File: src/rtl/pd_seq_pkg.sv
`timescale 1ns/1ps
package pd_seq_pkg;
  typedef enum logic [2:0] {
    ST_RUN          = 3'd0,
    ST_STOP_OUTPUTS = 3'd1,
    ST_WAIT_REF_LOW = 3'd2,
    ST_OSC_OFF      = 3'd3,
    ST_WAKE         = 3'd4
  } seq_state_t;
endpackage

File: src/rtl/pd_sync.sv
`timescale 1ns/1ps
// Multi-stage synchronizer for the raw power-down pin; resets to the idle (high) level.
module pd_sync #(
  parameter int STAGES = 2
) (
  input  logic clk,
  input  logic rst,
  input  logic din_async,
  output logic dout
);
  logic [STAGES-1:0] stage_q;

  genvar g;
  generate
    for (g = 0; g < STAGES; g++) begin : g_stage
      if (g == 0) begin : g_first
        always_ff @(posedge clk) begin
          if (rst) stage_q[g] <= 1'b1;
          else     stage_q[g] <= din_async;
        end
      end else begin : g_next
        always_ff @(posedge clk) begin
          if (rst) stage_q[g] <= 1'b1;
          else     stage_q[g] <= stage_q[g-1];
        end
      end
    end
  endgenerate

  assign dout = stage_q[STAGES-1];
endmodule

File: src/rtl/pd_seq_fsm.sv
`timescale 1ns/1ps
// Shutdown / wake ordering: outputs, then reference, then oscillators; reverse on wake.
module pd_seq_fsm
  import pd_seq_pkg::*;
#(
  parameter int XTAL_SETTLE_CYC = 8,
  parameter int VCO_SETTLE_CYC  = 16
) (
  input  logic clk,
  input  logic rst,
  input  logic pd_req,
  input  logic ref_level,
  input  logic ref_gate,
  output logic run_allow,
  output logic vco_en,
  output logic xtal_en
);
  localparam int WAKE_CYC = XTAL_SETTLE_CYC + VCO_SETTLE_CYC;
  localparam int CW       = $clog2(WAKE_CYC + 1);

  seq_state_t     state_q;
  logic [CW-1:0]  cnt_q;
  logic           vco_q;
  logic           xtal_q;

  always_ff @(posedge clk) begin
    if (rst) begin
      state_q <= ST_RUN;
      cnt_q   <= '0;
      vco_q   <= 1'b1;
      xtal_q  <= 1'b1;
    end else begin
      case (state_q)
        ST_RUN: begin
          if (pd_req) state_q <= ST_STOP_OUTPUTS;
        end
        ST_STOP_OUTPUTS: begin
          // falling edge inside this cycle parks the outputs
          state_q <= ST_WAIT_REF_LOW;
        end
        ST_WAIT_REF_LOW: begin
          if (!ref_level || !ref_gate) begin
            state_q <= ST_OSC_OFF;
            vco_q   <= 1'b0;
            xtal_q  <= 1'b0;
          end
        end
        ST_OSC_OFF: begin
          if (!pd_req) begin
            state_q <= ST_WAKE;
            xtal_q  <= 1'b1;
            cnt_q   <= '0;
          end
        end
        ST_WAKE: begin
          if (pd_req) begin
            state_q <= ST_OSC_OFF;
            vco_q   <= 1'b0;
            xtal_q  <= 1'b0;
          end else begin
            cnt_q <= cnt_q + CW'(1);
            if (cnt_q == CW'(XTAL_SETTLE_CYC - 1)) vco_q <= 1'b1;
            if (cnt_q == CW'(WAKE_CYC - 1))        state_q <= ST_RUN;
          end
        end
        default: state_q <= ST_RUN;
      endcase
    end
  end

  assign run_allow = (state_q == ST_RUN);
  assign vco_en    = vco_q;
  assign xtal_en   = xtal_q;
endmodule

File: src/rtl/pd_out_gate.sv
`timescale 1ns/1ps
// Output gate registers: CPU-domain gates on the falling edge, reference gate only while the reference is low.
module pd_out_gate #(
  parameter int               N_OUT     = 8,
  parameter logic [N_OUT-1:0] FREE_MASK = {1'b1, {(N_OUT-1){1'b0}}}
) (
  input  logic             clk,
  input  logic             rst,
  input  logic             run_allow,
  input  logic [N_OUT-1:0] out_en,
  input  logic             ref_en,
  input  logic             ref_level,
  output logic [N_OUT-1:0] out_gate,
  output logic             ref_gate
);
  logic [N_OUT-1:0] want;
  logic             ref_want;

  always_comb begin
    want     = run_allow ? (out_en | FREE_MASK) : '0;
    ref_want = run_allow & ref_en;
  end

  always_ff @(negedge clk) begin
    if (rst) out_gate <= '0;
    else     out_gate <= want;
  end

  always_ff @(posedge clk) begin
    if (rst)             ref_gate <= 1'b0;
    else if (!ref_level) ref_gate <= ref_want;
  end
endmodule

File: src/rtl/pd_stop_seq.sv
`timescale 1ns/1ps
module pd_stop_seq #(
  parameter int               N_OUT           = 8,
  parameter logic [N_OUT-1:0] FREE_MASK       = {1'b1, {(N_OUT-1){1'b0}}},
  parameter int               SYNC_STAGES     = 2,
  parameter int               XTAL_SETTLE_CYC = 8,
  parameter int               VCO_SETTLE_CYC  = 16
) (
  input  logic             clk,
  input  logic             rst,
  input  logic             pd_n_async,
  input  logic [N_OUT-1:0] out_en,
  input  logic             ref_en,
  input  logic             ref_level,
  output logic [N_OUT-1:0] out_gate,
  output logic             ref_gate,
  output logic             vco_en,
  output logic             xtal_en
);
  logic pd_n_sync;
  logic pd_req;
  logic run_allow;

  pd_sync #(.STAGES(SYNC_STAGES)) u_sync (
    .clk       (clk),
    .rst       (rst),
    .din_async (pd_n_async),
    .dout      (pd_n_sync)
  );

  assign pd_req = ~pd_n_sync;

  pd_seq_fsm #(
    .XTAL_SETTLE_CYC (XTAL_SETTLE_CYC),
    .VCO_SETTLE_CYC  (VCO_SETTLE_CYC)
  ) u_fsm (
    .clk       (clk),
    .rst       (rst),
    .pd_req    (pd_req),
    .ref_level (ref_level),
    .ref_gate  (ref_gate),
    .run_allow (run_allow),
    .vco_en    (vco_en),
    .xtal_en   (xtal_en)
  );

  pd_out_gate #(.N_OUT(N_OUT), .FREE_MASK(FREE_MASK)) u_gate (
    .clk       (clk),
    .rst       (rst),
    .run_allow (run_allow),
    .out_en    (out_en),
    .ref_en    (ref_en),
    .ref_level (ref_level),
    .out_gate  (out_gate),
    .ref_gate  (ref_gate)
  );
endmodule

File: config.mk
export PLATFORM = sky130hd
export DESIGN_NAME = pd_stop_seq
export DESIGN_NICKNAME = d
export VERILOG_FILES = /design/src/rtl/pd_seq_pkg.sv /design/src/rtl/pd_sync.sv /design/src/rtl/pd_seq_fsm.sv /design/src/rtl/pd_out_gate.sv /design/src/rtl/pd_stop_seq.sv
export SDC_FILE = /design/constraint.sdc
export NUM_CORES = 1
export LEC_CHECK = 0
export BUFFER_PORTS_ARGS = -buffer_cell sky130_fd_sc_hd__buf_2
export CORE_MARGIN = 1
export CORE_UTILIZATION = 45
export DETAILED_ROUTE_END_ITERATION = 7
export PLACE_DENSITY = 0.77
export SYNTH_ARGS = -nofsm -noshare
export SYNTH_HDL_FRONTEND = slang
export SYNTH_SLANG_ARGS = --single-unit
File: constraint.sdc
create_clock -name clk -period 1.51 [get_ports clk]
set_clock_uncertainty 0.2 [all_clocks]
set_input_delay 0.302 -clock clk [delete_from_list [all_inputs] [get_ports clk]]
set_output_delay 0.302 -clock clk [all_outputs]
set_load 0.05 [all_outputs]
======== Yosys cells after proc, flatten, opt, wreduce, memory -nomap -nowiden ========
Cells that the tools add are included.
storage, ports and cells
  output and inout bits ................... 11
  input port bits ......................... 13
  flip-flop bits (word level) ............. 21
  logic and storage cells ................. 54
operators by class
  bitwise operators ....................... 2
  reductions and logical operators ........ 12
  equality and inequality tests ........... 13
  $add $sub $neg .......................... 1
  multiplexer cells ....................... 17
operators by type and width
  operator                                                         number
  3-bit two-way mux                                                5
  3-bit one-hot mux with 5 select lines                            1
  5-bit two-way mux                                                2
  5-bit one-hot mux with 2 select lines                            1
  8-bit two-way mux                                                1
  2-bit != test, second input constant                             4
  4-bit AND reduction                                              2
  3-bit by 2-bit == test with 1-bit output, second input constant  2
  3-bit by 2-bit != test with 1-bit output, second input constant  2
  3-bit AND reduction                                              2
  5-bit by 1-bit adder with 5-bit output, second input constant    1
  5-bit by 3-bit == test with 1-bit output, second input constant  1
  5-bit == test, second input constant                             1
  1-bit two-way mux                                                5
  2-bit nonzero test                                               2
  3-bit by 1-bit == test with 1-bit output, second input constant  1
  3-bit == test, second input constant                             1
  3-bit logical NOT                                                1
  1-bit one-hot mux with 3 select lines                            1
  3-bit nonzero test                                               1
  1-bit logical NOT                                                2
  2-bit by 1-bit != test with 1-bit output, second input constant  1
  1-bit one-hot mux with 2 select lines                            1
  2-bit OR reduction                                               1
  3 further kinds                                                  3

======== Depth between registers and ports, before layout ========
  depth after elaboration ................. 4
  gate-level depth with buffers ........... 5
  depth with buffers taken out ............ 5

======== Cells and area by module ========
From an unflattened synthesis, not the netlist that was laid out.
unflattened totals
  cells, all modules ...................... 88
  area total of the unflattened synthesis .. 852.1 um^2
modules (own cells, without submodules)
  module       instances  cells each  seq. area each (um^2)  area each (um^2)
  pd_seq_fsm   1          62          200.2                  538.0
  pd_out_gate  1          21          180.2                  257.7
  pd_sync      1          4           40.0                   52.6
  pd_stop_seq  1          1           0.0                    3.8

==> run_results.csv <==
group,metric,value,unit
timing,maxSlewViolCount,0,
setup_path,crit_family,"flip-flops",
floorplan,die_area,0.00219,mm2
setup_path,cpMaxStageDelayCell,"dfxtp_4",
clock_tree,htree_levels,1,
pwr,power.total,1850,uW
setup_path,startpoint,"u_gate.out_gate[7]",
pwr,swShare,0.385,
placement,dp_cells,142,
synth,avgSynthCellArea,9.73,um2
global_route,grt_most_used_layer,"met2",
setup_path,cp.required,1010,ps
routing,postRouteAntennaNets,0,
setup_path,worst_setup_path_start_kind,"flip-flop",
setup_path,cp_max_fo,1,
setup_path,arrival,1620,ps
global_route,gr-usage-met2,0.383,
placement,placement.io_buffers,22,
pwr,p_switching,713,uW
finish,multi_input_area,467,um2
setup_path,rr_endpoint,"u_gate.out_gate[3]",
global_route,gr-usage-met1,0.230,
clock_tree,cts_buffer_depth,2,
synth,syn_area,905,um2
timing,rsz0062_at_grt,"true",
pwr,vdd_drop_max,1220,uV
finish,instances_no_fill,162,
setup_path,crit_cells,1,
pwr,intPower,1140,uW
clock_tree,clock-sinks,21,
global_route,grt_max_degree,14,
synth,synth_cell_type_count,38,
min_path,min-delay-start,"ref_level",
setup_path,reg2reg_depth,3,
synth,ys_warn_count,0,
run_status,status,"complete, but fails checks",
clock_tree,cts_inserted_buffers,3,
global_route,use_met3,0.0346,
finish,fillers,141,
synth,synth.top_cell.area_share,0.465,
clock_tree,clk_latency,310,ps
synth,synth_commonest_cells,"dfxtp_1, nor2_1, and2_1",
placement,place_area,0.00106,mm2
routing,detail_route.wl_per_cell,13.8,um
finish,nNetsFinal,152,
setup_path,crit_type,"reg -> out",
synth,synthCells,93,
global_route,grt_antenna_before_repair,0,
setup_path,crit_chain,"buf_8",
routing,wl,2.23,mm
setup_path,slowest_delay,340,ps
finish,area_delta_synth_final,45.6,%
setup_path,reg2reg_from,"u_fsm.state_q[2]",
setup_path,worst-path-buf-inv,1,
pwr,p_seq_frac,0.387,
floorplan,dieWidth,46.8,um
synth,synth_edf_count,0,
routing,drtPass1Iterations,4,
global_route,grt.total_usage,0.206,
floorplan,dieHeight,46.8,um
setup_path,crit_path_end_kind,"primary output",
synth,yosys.area.top_type,"dfxtp_1",
floorplan,num_io_pins,24,
timing,hold_viol,0,
synth,async_flop_share,0,
placement,dp_slack,-569,ps
global_route,overflow,0,
clock_tree,cts_root_buffer,"clkbuf_4",
finish,final_area,0.00132,mm2
job,cap_viol_max_count,0,
min_path,min_path_type,"in -> reg",
min_path,hold_end,"u_gate.ref_gate",
timing,setup_viol,16,
timing,tightest_slew,256,ps
finish,drive_gt1_frac,0.526,
synth,yosysSeqAreaShare,0.465,
timing,setup_ws,-613,ps
finish,antenna_cells,0,
routing,viasPerCell,5.08,
placement,hpwlAfterDp,1.25,mm
routing,drt-initial-drc-count,16,
timing,timing.hold.ws,3.84,ps
setup_path,ff2ff_setup_slack,-450,ps
pwr,cellLeakagePower,0.000587,uW
placement,gp_congestion,0.765,
synth,synth.most_common_cell,"dfxtp_1",
floorplan,rows,15,
clock_tree,clk_pin_slew,130,ps
run_status,violations,"negative setup slack",
global_route,first_global_vias,706,
synth,synth_nets,107,
global_route,grt_pass1_wl,3.02,mm
floorplan,core-area,0.00180,mm2
synth,synthFlopType,"dfxtp_1",
synth,synthTopCellsByArea,"dfxtp_1, and2_1, nor2_1",
min_path,min_path_cells,2,
floorplan,start_util,0.502,
timing,max_slew_margin,0.828,
routing,drc,0,
pwr,clkPwrFrac,0.205,
synth,ys_ff_latch,21,
clock_tree,cts_tree,"built",
pwr,combPwrFrac,0.408,
routing,vias,823,
pwr,power.density,1410,mW/mm2
finish,register_area,440,um2
-- cells in the final DEF (no fill, tap or decap), types with 2 or more instances in the layout --
master and count:
a21oi_1 5, a21oi_2 2, and2_1 4, and2_4 4, buf_2 15, buf_4 9, buf_6 7, buf_8 5
clkbuf_4 3, dfxtp_1 9, dfxtp_2 10, dfxtp_4 2, inv_1 11, nand2_1 3, nand3_1 4, nor2_1 11
o21a_1 2, o21ai_0 2, o21ai_1 3, or2_2 2
-- kinds of logic (layout without fill, tap and decap cells) --
group / count (synthesis) / after routing / synth area share
DFF: 21 / 21 / 0.465
xor gates and xnor gates: 1 / 1 / 0.00968
adders and majority gates: 1 / 1 / 0.0138
muxes: 1 / 1 / 0.0111
buffers and inverters: 8 / 52 / 0.0539
AOI/OAI and AO/OA: 22 / 22 / 0.169
and+or+nand+nor: 39 / 39 / 0.278
-- registers in the layout (all words and copies together), names as in the netlist --
name             flops
u_gate.out_gate      8
u_fsm.cnt_q          5
u_fsm.state_q        3
u_fsm.vco_en         1
u_fsm.xtal_en        1
u_gate.ref_gate      1
u_sync.dout          1
u_sync.stage_q       1
-- worst max-delay path by stage --
stage	end	slack (ps)
3_5_place_dp	u_gate.out_gate[2]	-570
5_1_grt	out_gate[7]	-660
3_3_place_gp	u_gate.out_gate[2]	-520
4_1_cts	out_gate[2]	-610
6_report	out_gate[7]	-610
2_1_floorplan	u_gate.out_gate[0]	-420
-- layer usage --
metal  part of all wire  vias to the layer above
met5                  0                        -
met4              0.027                        0
met3              0.014                        6
met2               0.54                       15
met1               0.42                      390
li1                   -                      412
-- power by group through the flow --
stage / clock (uW) / combinational (uW) / sequential [uW]
after floorplan: 36.7 / 239 / 880
after CTS: 385 / 646 / 699
final: 380 / 756 / 716
after global routing: 437 / 796 / 722
after detailed placement: 36.7 / 542 / 688
after global placement: 36.7 / 530 / 683
-- repair_timing --
| item | 4_1_cts | 5_1_grt |
|---|---|---|
| pin swaps | 7 | 2 |
| cloned | 1 | 1 |
| setup buffers | 2 | 5 |
| hold buffers | 1 | 0 |
| gates resized for setup | 30 | 20 |
| endpoints found under the setup margin | 21 | 24 |
| endpoints found under the hold margin | 1 | 0 |
-- cell type report --
type	instances	area share
inverter	3	0.00855
timing repair buffer	37	0.233
sequential	21	0.334
multi-input combinational	64	0.354
clock buffer	3	0.0171
clock inverter	9	0.0294
tap	25	0.0237
-- metrics by stage --
step	TNS (ps)	utilization
5_1_grt	-8890	0.731
4_1_cts	-7630	0.683
3_3_place_gp	-6390	0.589
6_report	-8150	0.731
2_1_floorplan	-5770	-
3_5_place_dp	-6720	0.589
(Power assumes the default switching activity.)
